[src/rtl/trc_pkg.sv]
package trc_pkg;

   localparam int TRC_WORD_W = 10;
   localparam int TRC_PROT_W = 7;   // F, V, H and four protection bits

   // legal protected field for a given {F,V,H}
   function automatic logic [TRC_PROT_W-1:0] trc_codeword(input logic [2:0] fvh);
      logic f, v, h;
      f = fvh[2];
      v = fvh[1];
      h = fvh[0];
      return {f, v, h, v ^ h, f ^ h, f ^ v, f ^ v ^ h};
   endfunction

endpackage

[src/rtl/trc_preamble_mon.sv]
module trc_preamble_mon #(
   parameter int WORD_W   = 10,
   parameter int CMP_BITS = 10
) (
   input  logic              clk,
   input  logic              rst_n,
   input  logic              din_vld,
   input  logic [WORD_W-1:0] din,
   output logic              is_status,
   output logic              anc_seen
);

   if (CMP_BITS < 8 || CMP_BITS > WORD_W) begin : g_bad_cmp
      $error("trc_preamble_mon: CMP_BITS must lie in 8..WORD_W");
   end

   logic [CMP_BITS-1:0] key;

   if (CMP_BITS == WORD_W) begin : g_full_cmp
      assign key = din;
   end else begin : g_msb_cmp
      assign key = din[WORD_W-1 -: CMP_BITS];
   end

   logic cur_ones, cur_zero;
   assign cur_ones = &key;
   assign cur_zero = ~|key;

   // index 0 = previous valid word, 2 = three valid words back
   logic [2:0] hist_ones, hist_zero;

   always_ff @(posedge clk) begin
      if (!rst_n) begin
         hist_ones <= '0;
         hist_zero <= '0;
      end else if (din_vld) begin
         hist_ones <= {hist_ones[1:0], cur_ones};
         hist_zero <= {hist_zero[1:0], cur_zero};
      end
   end

   assign is_status = din_vld && hist_ones[2] && hist_zero[1] && hist_zero[0];
   assign anc_seen  = din_vld && hist_zero[1] && hist_ones[0] && cur_ones;

endmodule

[src/rtl/trc_fvh_corrector.sv]
module trc_fvh_corrector
   import trc_pkg::*;
(
   input  logic [TRC_PROT_W-1:0] rx,
   output logic [2:0]            fvh,
   output logic                  ok
);

   logic [7:0] hit;

   for (genvar i = 0; i < 8; i++) begin : g_cw
      localparam logic [TRC_PROT_W-1:0] CW = trc_codeword(3'(i));
      assign hit[i] = ($countones(rx ^ CW) <= 1);
   end

   always_comb begin
      fvh = '0;
      for (int k = 0; k < 8; k++) begin
         if (hit[k]) fvh = fvh | 3'(k);
      end
   end

   assign ok = |hit;

   // the code's distance leaves at most one legal word within one bit
   always_comb begin
      hit_onehot_chk: assert ($onehot0(hit));
   end

endmodule

[src/rtl/trc_decoder.sv]
module trc_decoder
   import trc_pkg::*;
#(
   parameter int WORD_W       = 10,
   parameter int PRE_CMP_BITS = 10
) (
   input  logic              clk,
   input  logic              rst_n,
   input  logic              din_vld,
   input  logic [WORD_W-1:0] din,
   output logic              fld_o,
   output logic              vblank_o,
   output logic              hblank_o,
   output logic              sav_stb_o,
   output logic              eav_stb_o,
   output logic              code_err_o,
   output logic              anc_stb_o
);

   if (WORD_W != TRC_WORD_W) begin : g_bad_width
      $error("trc_decoder: WORD_W must equal 10");
   end

   logic is_status, anc_seen;

   trc_preamble_mon #(
      .WORD_W   (WORD_W),
      .CMP_BITS (PRE_CMP_BITS)
   ) u_pre (
      .clk       (clk),
      .rst_n     (rst_n),
      .din_vld   (din_vld),
      .din       (din),
      .is_status (is_status),
      .anc_seen  (anc_seen)
   );

   logic [2:0] corr_fvh;
   logic       corr_ok;

   trc_fvh_corrector u_corr (
      .rx  (din[WORD_W-2 -: TRC_PROT_W]),
      .fvh (corr_fvh),
      .ok  (corr_ok)
   );

   logic good;
   assign good = corr_ok && din[WORD_W-1];

   always_ff @(posedge clk) begin
      if (!rst_n) begin
         {fld_o, vblank_o, hblank_o} <= '0;
         sav_stb_o  <= 1'b0;
         eav_stb_o  <= 1'b0;
         code_err_o <= 1'b0;
         anc_stb_o  <= 1'b0;
      end else begin
         sav_stb_o  <= is_status && good && !corr_fvh[0];
         eav_stb_o  <= is_status && good && corr_fvh[0];
         code_err_o <= is_status && !good;
         anc_stb_o  <= anc_seen;
         if (is_status && good) {fld_o, vblank_o, hblank_o} <= corr_fvh;
      end
   end


   stb_excl_chk: assert property (@(posedge clk) disable iff (!rst_n)
      !(sav_stb_o && eav_stb_o));


   err_no_stb_chk: assert property (@(posedge clk) disable iff (!rst_n)
      code_err_o |-> !(sav_stb_o || eav_stb_o));


   pulse_needs_vld_chk: assert property (@(posedge clk) disable iff (!rst_n)
      (sav_stb_o || eav_stb_o || code_err_o || anc_stb_o) |-> $past(din_vld));


   flags_hold_chk: assert property (@(posedge clk) disable iff (!rst_n)
      !$stable({fld_o, vblank_o, hblank_o}) |-> (sav_stb_o || eav_stb_o));


   eav_h_chk: assert property (@(posedge clk) disable iff (!rst_n)
      eav_stb_o |-> hblank_o);


   sav_h_chk: assert property (@(posedge clk) disable iff (!rst_n)
      sav_stb_o |-> !hblank_o);

endmodule

[config.mk]
export PLATFORM = sky130hd
export DESIGN_NAME = trc_decoder
export DESIGN_NICKNAME = d
export VERILOG_FILES = /design/src/rtl/trc_pkg.sv /design/src/rtl/trc_preamble_mon.sv /design/src/rtl/trc_fvh_corrector.sv /design/src/rtl/trc_decoder.sv
export SDC_FILE = /design/constraint.sdc
export NUM_CORES = 1
export LEC_CHECK = 0
export BUFFER_PORTS_ARGS = -buffer_cell sky130_fd_sc_hd__buf_2
export CAP_MARGIN = 20
export CORE_ASPECT_RATIO = 1.2
export CORE_MARGIN = 5
export CORE_UTILIZATION = 40
export CTS_BUF_LIST = sky130_fd_sc_hd__clkbuf_4 sky130_fd_sc_hd__clkbuf_8
export DETAILED_ROUTE_END_ITERATION = 16
export PLACE_DENSITY_LB_ADDON = 0.12
export SYNTH_ARGS = -nofsm -noshare
export SYNTH_HDL_FRONTEND = slang
export SYNTH_SLANG_ARGS = --single-unit
export TNS_END_PERCENT = 30
[constraint.sdc]
create_clock -name clk -period 3.05 [get_ports clk]
set_clock_uncertainty 0.2 [all_clocks]
set_input_delay 0.305 -clock clk [delete_from_list [all_inputs] [get_ports clk]]
set_output_delay 0.305 -clock clk [all_outputs]
set_load 0.005 [all_outputs]
* Word level (Yosys, flattened, before mapping)
Index checks and enable logic that the tools add are counted.
** Storage, ports and cells
- Register bits after elaboration :: 12
- Input bits :: 13
- Output and inout port bits :: 7
- Word-level logic and storage cells :: 93
** Cells by class
- Add/subtract/negate cells :: 45
- Order comparisons :: 8
- Mux-type cells :: 7
- Bitwise gates (word level) :: 7
- Reduce and logical (&&, ||, !) cells :: 17
** Operators by type and width (count)
- 32-bit adder :: 16
- 32-bit by 1-bit adder with 32-bit output :: 8
- 32-bit by 2-bit <= comparator with 1-bit output, second input constant :: 8
- 1-bit by 1-bit adder with 2-bit output :: 21
- 4-bit inverter :: 7
- 3-bit 2-to-1 mux :: 4
- 1-bit logical AND :: 11
- 10-bit AND reduction :: 1
- 10-bit OR reduction :: 1
- 8-bit OR reduction :: 1
- 2-bit 2-to-1 mux :: 2
- 1-bit zero test :: 3
- 1-bit 2-to-1 mux :: 1

* Longest topological paths before layout
Gate-level depths: netlist (run 1).
- Depth in word-level cells :: 14
- Depth in mapped cells :: 14
- Gate-level depth less buffers :: 14

* By module
A second synthesis (run 1) with hierarchy kept.
** Unflattened totals
- Cell total of the unflattened synthesis :: 144
- Area, all modules :: 1463.9 µm²
** By module, submodules not included
- trc_fvh_corrector :: instances 1, cells an instance 93, area each 975.9 µm², seq. area each 0.0 µm²
- trc_preamble_mon :: instances 1, cells an instance 28, area each 249.0 µm², seq. area each 100.1 µm²
- trc_decoder :: instances 1, cells an instance 23, area each 239.0 µm², seq. area each 140.1 µm²

* Worst setup path before layout (run 1)
Ideal clock, no wire load.
- Kind :: input to register
- From :: input port din[4]
- To :: register fld_o
- Library setup time :: 0.072 ns
- Data arrival time :: 3.018 ns
- Slack :: -0.240 ns
- Stages on the path :: 14
- Path buffers :: 0
- Path through :: inv_1 -> ha_1 -> inv_1 -> ha_1 -> inv_1 -> ha_1 -> or2_2 -> inv_1 -> fa_1 -> nor4bb_1 -> a32oi_1 -> nand4_1 -> o21bai_1 -> mux2i_1
** Between the ends
- Word-level cells in the longest chain between the ends :: 9
- Elaborated cells between the ends (all ways) :: 42
- Classes of those cells :: 23 x add/sub; 8 x order compare; 4 x mux; 4 x bitwise; 3 x reduce/logical
** RTL lines
- start: declaration :: line trc_decoder.sv:10 : input logic [WORD_W-1:0] din,
- 4-bit inverter (no source line)
- 1-bit by 1-bit adder with 2-bit output (not written as such) :: line trc_fvh_corrector.sv:13 : assign hit[i] = ($countones(rx ^ CW) <= 1);
- 32-bit adder (not written as such) (2 in series) :: line trc_fvh_corrector.sv:13
- 32-bit by 2-bit <= comparator with 1-bit output :: line trc_fvh_corrector.sv:13
- 3-bit 2-to-1 mux (4 in series) :: line trc_fvh_corrector.sv:19 : if (hit[k]) fvh = fvh | 3'(k);
- end signal: assignment :: line trc_decoder.sv:62 : if (is_status && good) {fld_o, vblank_o, hblank_o} <= corr_fvh;
- end: declaration :: line trc_decoder.sv:11 : output logic fld_o,
Several ways; a longest one is shown, not always the timed one.
A chain may end at the register's enable or synchronous reset.

* Final worst setup path (run 1)
- From :: input port din[2]
- To :: register hblank_o
** Between the ends
- Word-level cells in the longest chain between the ends :: 12
- Elaborated cells between the ends (all ways) :: 45
- Classes of those cells :: 23 x add/sub; 8 x order compare; 7 x mux; 4 x bitwise; 3 x reduce/logical
** RTL lines
- 4-bit inverter (no source line)
- 1-bit by 1-bit adder with 2-bit output (not written as such) :: line trc_fvh_corrector.sv:13
- 32-bit adder (not written as such) (2 in series) :: line trc_fvh_corrector.sv:13
- 32-bit by 2-bit <= comparator with 1-bit output :: line trc_fvh_corrector.sv:13
- 1-bit 2-to-1 mux :: line trc_fvh_corrector.sv:19
- 2-bit 2-to-1 mux (2 in series) :: line trc_fvh_corrector.sv:19
- 3-bit 2-to-1 mux (4 in series) :: line trc_fvh_corrector.sv:19
- end signal: assignment :: line trc_decoder.sv:62
- end: declaration :: line trc_decoder.sv:13 : output logic hblank_o,
Several ways; a longest one is shown, not always the timed one.

==> results of run 1 <==
registers in the layout (all words and copies together) (netlist names):
| signal | count |
|---|---|
| anc_stb_o | 1 |
| code_err_o | 1 |
| eav_stb_o | 1 |
| fld_o | 1 |
| hblank_o | 1 |
| sav_stb_o | 1 |
| u_pre.hist_ones | 3 |
| u_pre.hist_zero | 2 |
| vblank_o | 1 |
timing repair:
| action | in CTS | in global routing |
|---|---|---|
| pin swaps | 11 | 18 |
| setup buffers | 8 | 5 |
| cloned | 0 | 0 |
| resized for setup | 31 | 43 |
| endpoints found under the setup margin | 6 | 6 |
path summary, 6_finish.rpt:
kind | from | to | slack (ns)
setup / recovery | din[2] | hblank_o | -0.007
hold / removal | rst_n | eav_stb_o | 0.16
setup reg to reg | u_pre.hist_zero[1] | hblank_o | 1.71
hold reg to reg | fld_o | fld_o | 0.26
cell type report:
| class | count | area (um2) |
|---|---|---|
| Clock buffer | 4 | 55.1 |
| Fill cell | 381 | 1630 |
| Inverter | 51 | 211 |
| Multi-Input combinational cell | 126 | 1540 |
| Sequential cell | 12 | 240 |
| Tap cell | 56 | 70.1 |
| Timing Repair Buffer | 64 | 489 |
metrics by stage:
stage,worst slack [ns],setup TNS (ns)
after detailed placement,-0.431,-2.14
after global routing,-0.139,-0.572
after CTS,-0.0424,-0.0424
after global placement,-0.317,-1.74
after floorplan,0.00670,0
final,-0.00706,-0.00706
critical path, stage by stage:
cell	delay [ns]
buf_8	0.10
inv_6	0.05
ha_4	0.20
buf_6	0.13
ha_4	0.25
inv_2	0.04
ha_4	0.26
ha_4	0.12
inv_2	0.03
fa_1	0.46
nor4bb_4	0.17
a32oi_1	0.16
nand4_1	0.23
o21bai_4	0.25
mux2i_1	0.25
logic make-up (layout without fill, tap and decap cells):
family / Yosys count / count (layout) / share of synthesized area
flip-flops: 12 / 12 / 0.138
buffers and inverters: 52 / 119 / 0.113
multiplexers: 7 / 7 / 0.0402
XOR/XNOR: 3 / 3 / 0.0151
AND/OR/NAND/NOR: 40 / 40 / 0.132
AO/OA/AOI/OAI: 20 / 20 / 0.0782
adder cells (fa/ha/maj): 56 / 56 / 0.484
metal layers:
metal / share of wire / global-route usage / vias to the layer above
li1: - / - / 743
met1: 0.37 / 0.151 / 731
met2: 0.57 / 0.315 / 32
met3: 0.037 / 0.0218 / 8
met4: 0.021 / 0.0556 / 0
met5: 0 / 0 / -
power groups by stage:
stage               logic [mW]  clock network [mW]  registers (mW)
finish                   0.641               0.172           0.157
global route             0.712               0.183           0.157
CTS                      0.512               0.174           0.157
detailed placement       0.454                   0           0.160
global placement         0.429                   0           0.160
floorplan                0.288                   0           0.160
placed cells by master, fill, tap and decap left out, types with 3 or more instances in the layout:
cell type	Yosys	final
buf_4	0	42
inv_1	51	40
ha_1	37	25
fa_1	19	16
buf_2	1	13
dfxtp_1	12	12
mux2i_1	7	7
nand2_1	7	7
buf_6	0	7
inv_4	0	6
ha_4	0	6
ha_2	0	6
nor2_1	5	5
inv_2	0	4
nand4_1	4	4
and2_1	5	4
o21ai_2	0	4
clkbuf_8	0	4
or2_2	5	3
a2111oi_2	0	3
and3_1	3	3
fa_2	0	3
==> metrics.cfg, run 1 <==
[status]
status=finished, violations left
violations=setup timing

[layout]
antenna-diode-count=0
layout-area-overhead-vs-synth_pct=49.2
final_core_utilization=0.615
num-nets-final=327
stdcell_count=313
post-route-cell-area_um2=2600
layout-drive-gt1-share=0.447

[yosys]
synth.ff_latch_count=12
syn-instance-count=190
synth_top_cells_by_area=ha_1 27%, fa_1 22%, dfxtp_1 14%, inv_1 11%, mux2i_1 4.0%
post_synth_num_cell_types=31
most_used_flip_flop_cell_after_synthesis=dfxtp_1
synth_fp_nets=259
synth.yosys.seq_area_share=0.138
asyncSetResetFlopFracSynth=0
synth_top_cell_area_share=0.266
ys_top_cells_by_count=51 x inv_1, 37 x ha_1, 19 x fa_1
syn-cell-area_um2=1740
synth-edff-count=0
post-synth-top-count-cell=inv_1
synth_area_per_cell_um2=9.17
netlist.top_cell.by_area=ha_1
count_of_warnings_emitted_by_yosys=0

[sta]
max_clock_freq_mhz=327
post-route-period-util=1.00
finalWorstPathRequiredPeriod_ns=3.06
finalHoldViolations=0
setup_slack_ns=-0.00706
rsz0062_at_grt=true
timing.final.setup_violations=1
slew_limit_headroom=0.758
finalHoldWorstSlack_ns=0.165
finalMaxSlewViolations=0
worstMarginPinSlew_ns=0.353

[pwr]
power.total_mw=0.969
power.net_switching_mw=0.378
total_power_divided_by_cell_area_nw_per_um2=373
seqPwrFrac=0.162
power.static_leakage_nw=1.25
netSwitchingFraction=0.390
max-vdd-ir-drop_v=0.000199
clock_power_share=0.177
internal_power_mw=0.592
combinationalPowerShare=0.661

[grt]
number_of_global_route_vias_before_repair=1605
globalRouteTotalUtil=0.152
largest_net_degree_at_the_start_of_global_routing=9
grt_first_pass_wirelength_um=7030
initial_antenna_violation_count=0
grt-ovfl-total=0

[clocking]
hold_buf_cts=0
worst_setup_hold_path_clk_slew_ns=0.05
clock_tree.htree_level_count=1
cts.sinks=12
cts.root.buffer_cell=clkbuf_8
clk_latency_ns=0.24
tritoncts=done
cts-buffers-inserted=3
maximum_number_of_buffers_from_clock_root_to_sink=2

[route]
route.detailed.drc=0
drt_pre_antenna_iters=4
initialDrtViolationCount=38
via_count=1514
drt_total_wl_um=4350
vias_per_cell=4.84
routed_wire_length_per_instance_um=13.9
final_antenna_net_count=0

[place]
post_dp_cell_area_um2=2170
routabilityCongestion=0.821
dpl_cells=296
dp_hpwl_um=3590
place.port_buffers=19

[die]
design.portCount=20
fp.dieW_um=70.3
core.rowCount=26
initial_core_util=0.412
fp.dieH_um=82.3
floorplan.die_area_um2=5780
core_area_um2=4230

[worst_setup_path]
critPathArrivalTime_ns=3.01
critPathLaunchType=input pin
worst_ep_required_time_ns=3.00
cp_max_fo=4
worstRegToRegCells=4
critPathKind=input pin to flop
worst_setup_path_end_kind=flop

[hold_path]
min_delay_path_depth=3
min_path_type=input pin to flop

[run]
drv_cap=0

(Power assumes the default switching activity.)
==> run 2: changes to the inputs <==
--- a/config.mk
+++ b/config.mk
@@ -7,9 +7,11 @@
 export LEC_CHECK = 0
 export BUFFER_PORTS_ARGS = -buffer_cell sky130_fd_sc_hd__buf_2
 export CAP_MARGIN = 20
+export CELL_PAD_IN_SITES_DETAIL_PLACEMENT = 0
+export CELL_PAD_IN_SITES_GLOBAL_PLACEMENT = 2
 export CORE_ASPECT_RATIO = 1.2
 export CORE_MARGIN = 5
-export CORE_UTILIZATION = 40
+export CORE_UTILIZATION = 34
 export CTS_BUF_LIST = sky130_fd_sc_hd__clkbuf_4 sky130_fd_sc_hd__clkbuf_8
 export DETAILED_ROUTE_END_ITERATION = 16
 export PLACE_DENSITY_LB_ADDON = 0.12
==> run 2 against run 1 <==
  * The flow still finishes with violations (setup timing)
  * First-iteration DRC count decreased by 34%
  * Clock-buffer cell count did not move
  * Via count decreased by 1.3%
  * Final cell count is 1.6% higher
  * Die area up 15%
  * Global-route usage decreased by 1.4 points
  * Clock power is essentially flat
  * Critical path type unchanged
  * Critical endpoint unchanged
==> metrics.cfg, run 2 (same netlist as run 1, synthesis figures left out) <==
[route]
top_layer_used=met4  ; unchanged
routed_wire_length_per_instance_um=13.5  ; was 13.9 um
via_count=1494  ; was 1514
initialDrtViolationCount=25  ; was 38
route.detailed.drc=0  ; unchanged
met3_length_um=168  ; was 159 um
detailroute.wirelength.met2_um=2450  ; was 2490 um
final_antenna_net_count=0  ; unchanged
drt_total_wl_um=4280  ; was 4350 um
vias_per_cell=4.70  ; was 4.84
drt_pre_antenna_iters=4  ; unchanged
met1_length_um=1620  ; was 1600 um

[layout]
largest_register=u_pre.hist_ones  ; unchanged
most-common-layout-cells=42 x buf_4, 38 x inv_1, 27 x ha_1  ; was 42 x buf_4, 40 x inv_1, 25 x ha_1
num-nets-final=328  ; was 327
layout-drive-gt1-share=0.450  ; was 0.447
top_regs=u_pre.hist_ones x3, u_pre.hist_zero x2  ; unchanged
layout-area-overhead-vs-synth_pct=51.0  ; was 49.2%
post-route-cell-area_um2=2630  ; was 2600 um2
stdcell_count=318  ; was 313
final_core_utilization=0.533  ; was 0.615
antenna-diode-count=0  ; unchanged
largest_reg_flops=3  ; unchanged
most_common_cell_after_layout_fill_and_taps_aside=buf_4  ; unchanged

[sta]
finalHoldWorstSlack_ns=0.168  ; was 0.165 ns
setup_slack_ns=-0.0663  ; was -0.00706 ns
finalHoldViolations=0  ; unchanged
finalMaxSlewViolations=0  ; unchanged
post-route-period-util=1.02  ; was 1.00
finalWorstPathRequiredPeriod_ns=3.12  ; was 3.06 ns
max_clock_freq_mhz=321  ; was 327 MHz
timing.final.setup_violations=3  ; was 1
worstMarginPinSlew_ns=0.349  ; was 0.353 ns
rsz0062_at_grt=true  ; unchanged
slew_limit_headroom=0.765  ; was 0.758

[pwr]
power.net_switching_mw=0.390  ; was 0.378 mW
netSwitchingFraction=0.388  ; was 0.390
seqPwrFrac=0.156  ; was 0.162
combinationalPowerShare=0.670  ; was 0.661
power.static_leakage_nw=1.25  ; about the same
clock_power_share=0.174  ; was 0.177
total_power_divided_by_cell_area_nw_per_um2=382  ; was 373 nW/um2
max-vdd-ir-drop_v=0.000198  ; was 0.000199 V
internal_power_mw=0.616  ; was 0.592 mW

[worst_setup_path]
worst_ep_required_time_ns=3.02  ; was 3.00 ns
worst_setup_path_end_kind=flop  ; unchanged
critPathArrivalTime_ns=3.08  ; was 3.01 ns
path_depth=12  ; was 15
reg2reg_setup_slack_ns=1.74  ; was 1.71 ns
regToRegEndpoint=hblank_o  ; unchanged
path_buf_inv=4  ; was 5
critPathKind=input pin to flop  ; unchanged
critPathLaunchType=input pin  ; unchanged
worstRegToRegCells=4  ; unchanged
crit_chain=buf_6 > buf_4 > ha_1 > buf_4 > fa_1 > inv_1 > fa_1 > nor4bb_2 > a32oi_1 > nand4_1 > o21bai_4 > mux2i_1  ; was buf_8 > inv_6 > ha_4 > buf_6 > ha_4 > inv_2 > ha_4 > ha_4 > inv_2 > fa_1 > nor4bb_4 > a32oi_1 > nand4_1 > o21bai_4 > mux2i_1
slowest_stage=fa_1  ; unchanged
cp_max_fo=4  ; unchanged
critPathMaxStageDelay_ns=0.53  ; was 0.46 ns
reg_to_reg_start=u_pre.hist_zero[1]  ; unchanged
timing.critical_path.max_delay_family=adder cells  ; unchanged

[clocking]
tritoncts=done  ; unchanged
clock_tree.htree_level_count=1  ; unchanged
worst_setup_hold_path_clk_slew_ns=0.05  ; about the same
cts.root.buffer_cell=clkbuf_8  ; unchanged
cts.sinks=12  ; unchanged
maximum_number_of_buffers_from_clock_root_to_sink=2  ; unchanged
cts-buffers-inserted=3  ; unchanged
clk_latency_ns=0.24  ; about the same

[die]
core.rowCount=28  ; was 26
design.portCount=20  ; unchanged
initial_core_util=0.353  ; was 0.412
floorplan.die_area_um2=6660  ; was 5780 um2
core_area_um2=4940  ; was 4230 um2
fp.dieH_um=88.4  ; was 82.3 um
fp.dieW_um=75.4  ; was 70.3 um

[status]
violations=setup timing  ; unchanged
status=finished, violations left  ; unchanged

[grt]
largest_net_degree_at_the_start_of_global_routing=9  ; unchanged
grt_first_pass_wirelength_um=7070  ; was 7030 um
initial_antenna_violation_count=0  ; unchanged
number_of_global_route_vias_before_repair=1554  ; was 1605
globalRouteTotalUtil=0.137  ; was 0.152
grt-ovfl-total=0  ; unchanged

[hold_path]
min_path_type=input pin to flop  ; unchanged
min_from=rst_n  ; unchanged
min_delay_path_depth=3  ; unchanged
hold-path-endpoint=eav_stb_o  ; unchanged

[place]
routabilityCongestion=0.850  ; was 0.821
dpl_cells=305  ; was 296
detailedPlace.worstSlack_ns=-0.461  ; was -0.431 ns
dp_hpwl_um=3650  ; was 3590 um
post_dp_cell_area_um2=2220  ; was 2170 um2
place.port_buffers=19  ; unchanged

[run]
drv_cap=0  ; unchanged

## run 2: changes by cell type in the layout (fill, tap and decap cells not counted), sizes merged
cell / change
buf: +1
## run 2: worst max-delay path by stage
| stage | slack (ns) | start | to |
|---|---|---|---|
| floorplan | 0.007 | din[5] | fld_o |
| global placement | -0.34 | din[7] | fld_o |
| detailed placement | -0.46 | din[6] | hblank_o |
| CTS | -0.02 | din[7] | hblank_o |
| global route | -0.13 | din[5] | fld_o |
| finish | -0.07 | din[2] | hblank_o |
## run 2: worst register-to-register path, delay by kind of cell (launching register included)
kind             cells  cell delay, ns
AO/OA/AOI/OAI        1            0.22
flip-flops           1            0.35
multiplexers         1            0.13
AND/OR/NAND/NOR      2            0.29
## run 2: power groups by stage
| stage | clock [mW] | combinational [mW] | sequential, mW |
|---|---|---|---|
| 6_report | 0.175 | 0.674 | 0.157 |
| 3_3_place_gp | 0 | 0.454 | 0.160 |
| 2_1_floorplan | 0 | 0.288 | 0.160 |
| 5_1_grt | 0.186 | 0.744 | 0.157 |
| 4_1_cts | 0.180 | 0.529 | 0.157 |
| 3_5_place_dp | 0 | 0.475 | 0.160 |
## run 2: per-layer routing
metal  vias up  track usage
met5         -            0
met1       718        0.151
met4         0       0.0477
met3         4       0.0114
li1        744            -
met2        28        0.267
## run 2: metrics by stage
step	total power, mW	setup TNS [ns]
after floorplan	0.448	0
after global placement	0.615	-1.84
after detailed placement	0.635	-2.34
after CTS	0.865	-0.0217
after global routing	1.09	-0.447
final	1.01	-0.161
## run 2: cell type report
cell class                 count  area [um2]
inverter                      51         211
clock buffer                   4        55.1
sequential                    12         240
multi-input combinational    126        1550
tap                           60        75.1
fill                         461        2310
timing repair buffer          65         500
## run 2: repair_timing
action	4_1_cts	5_1_grt
resized for setup	29	48
pin swaps	14	19
hold endpoints to repair	0	0
hold buffers	0	0
setup endpoints to repair	6	6
buffers inserted	7	3
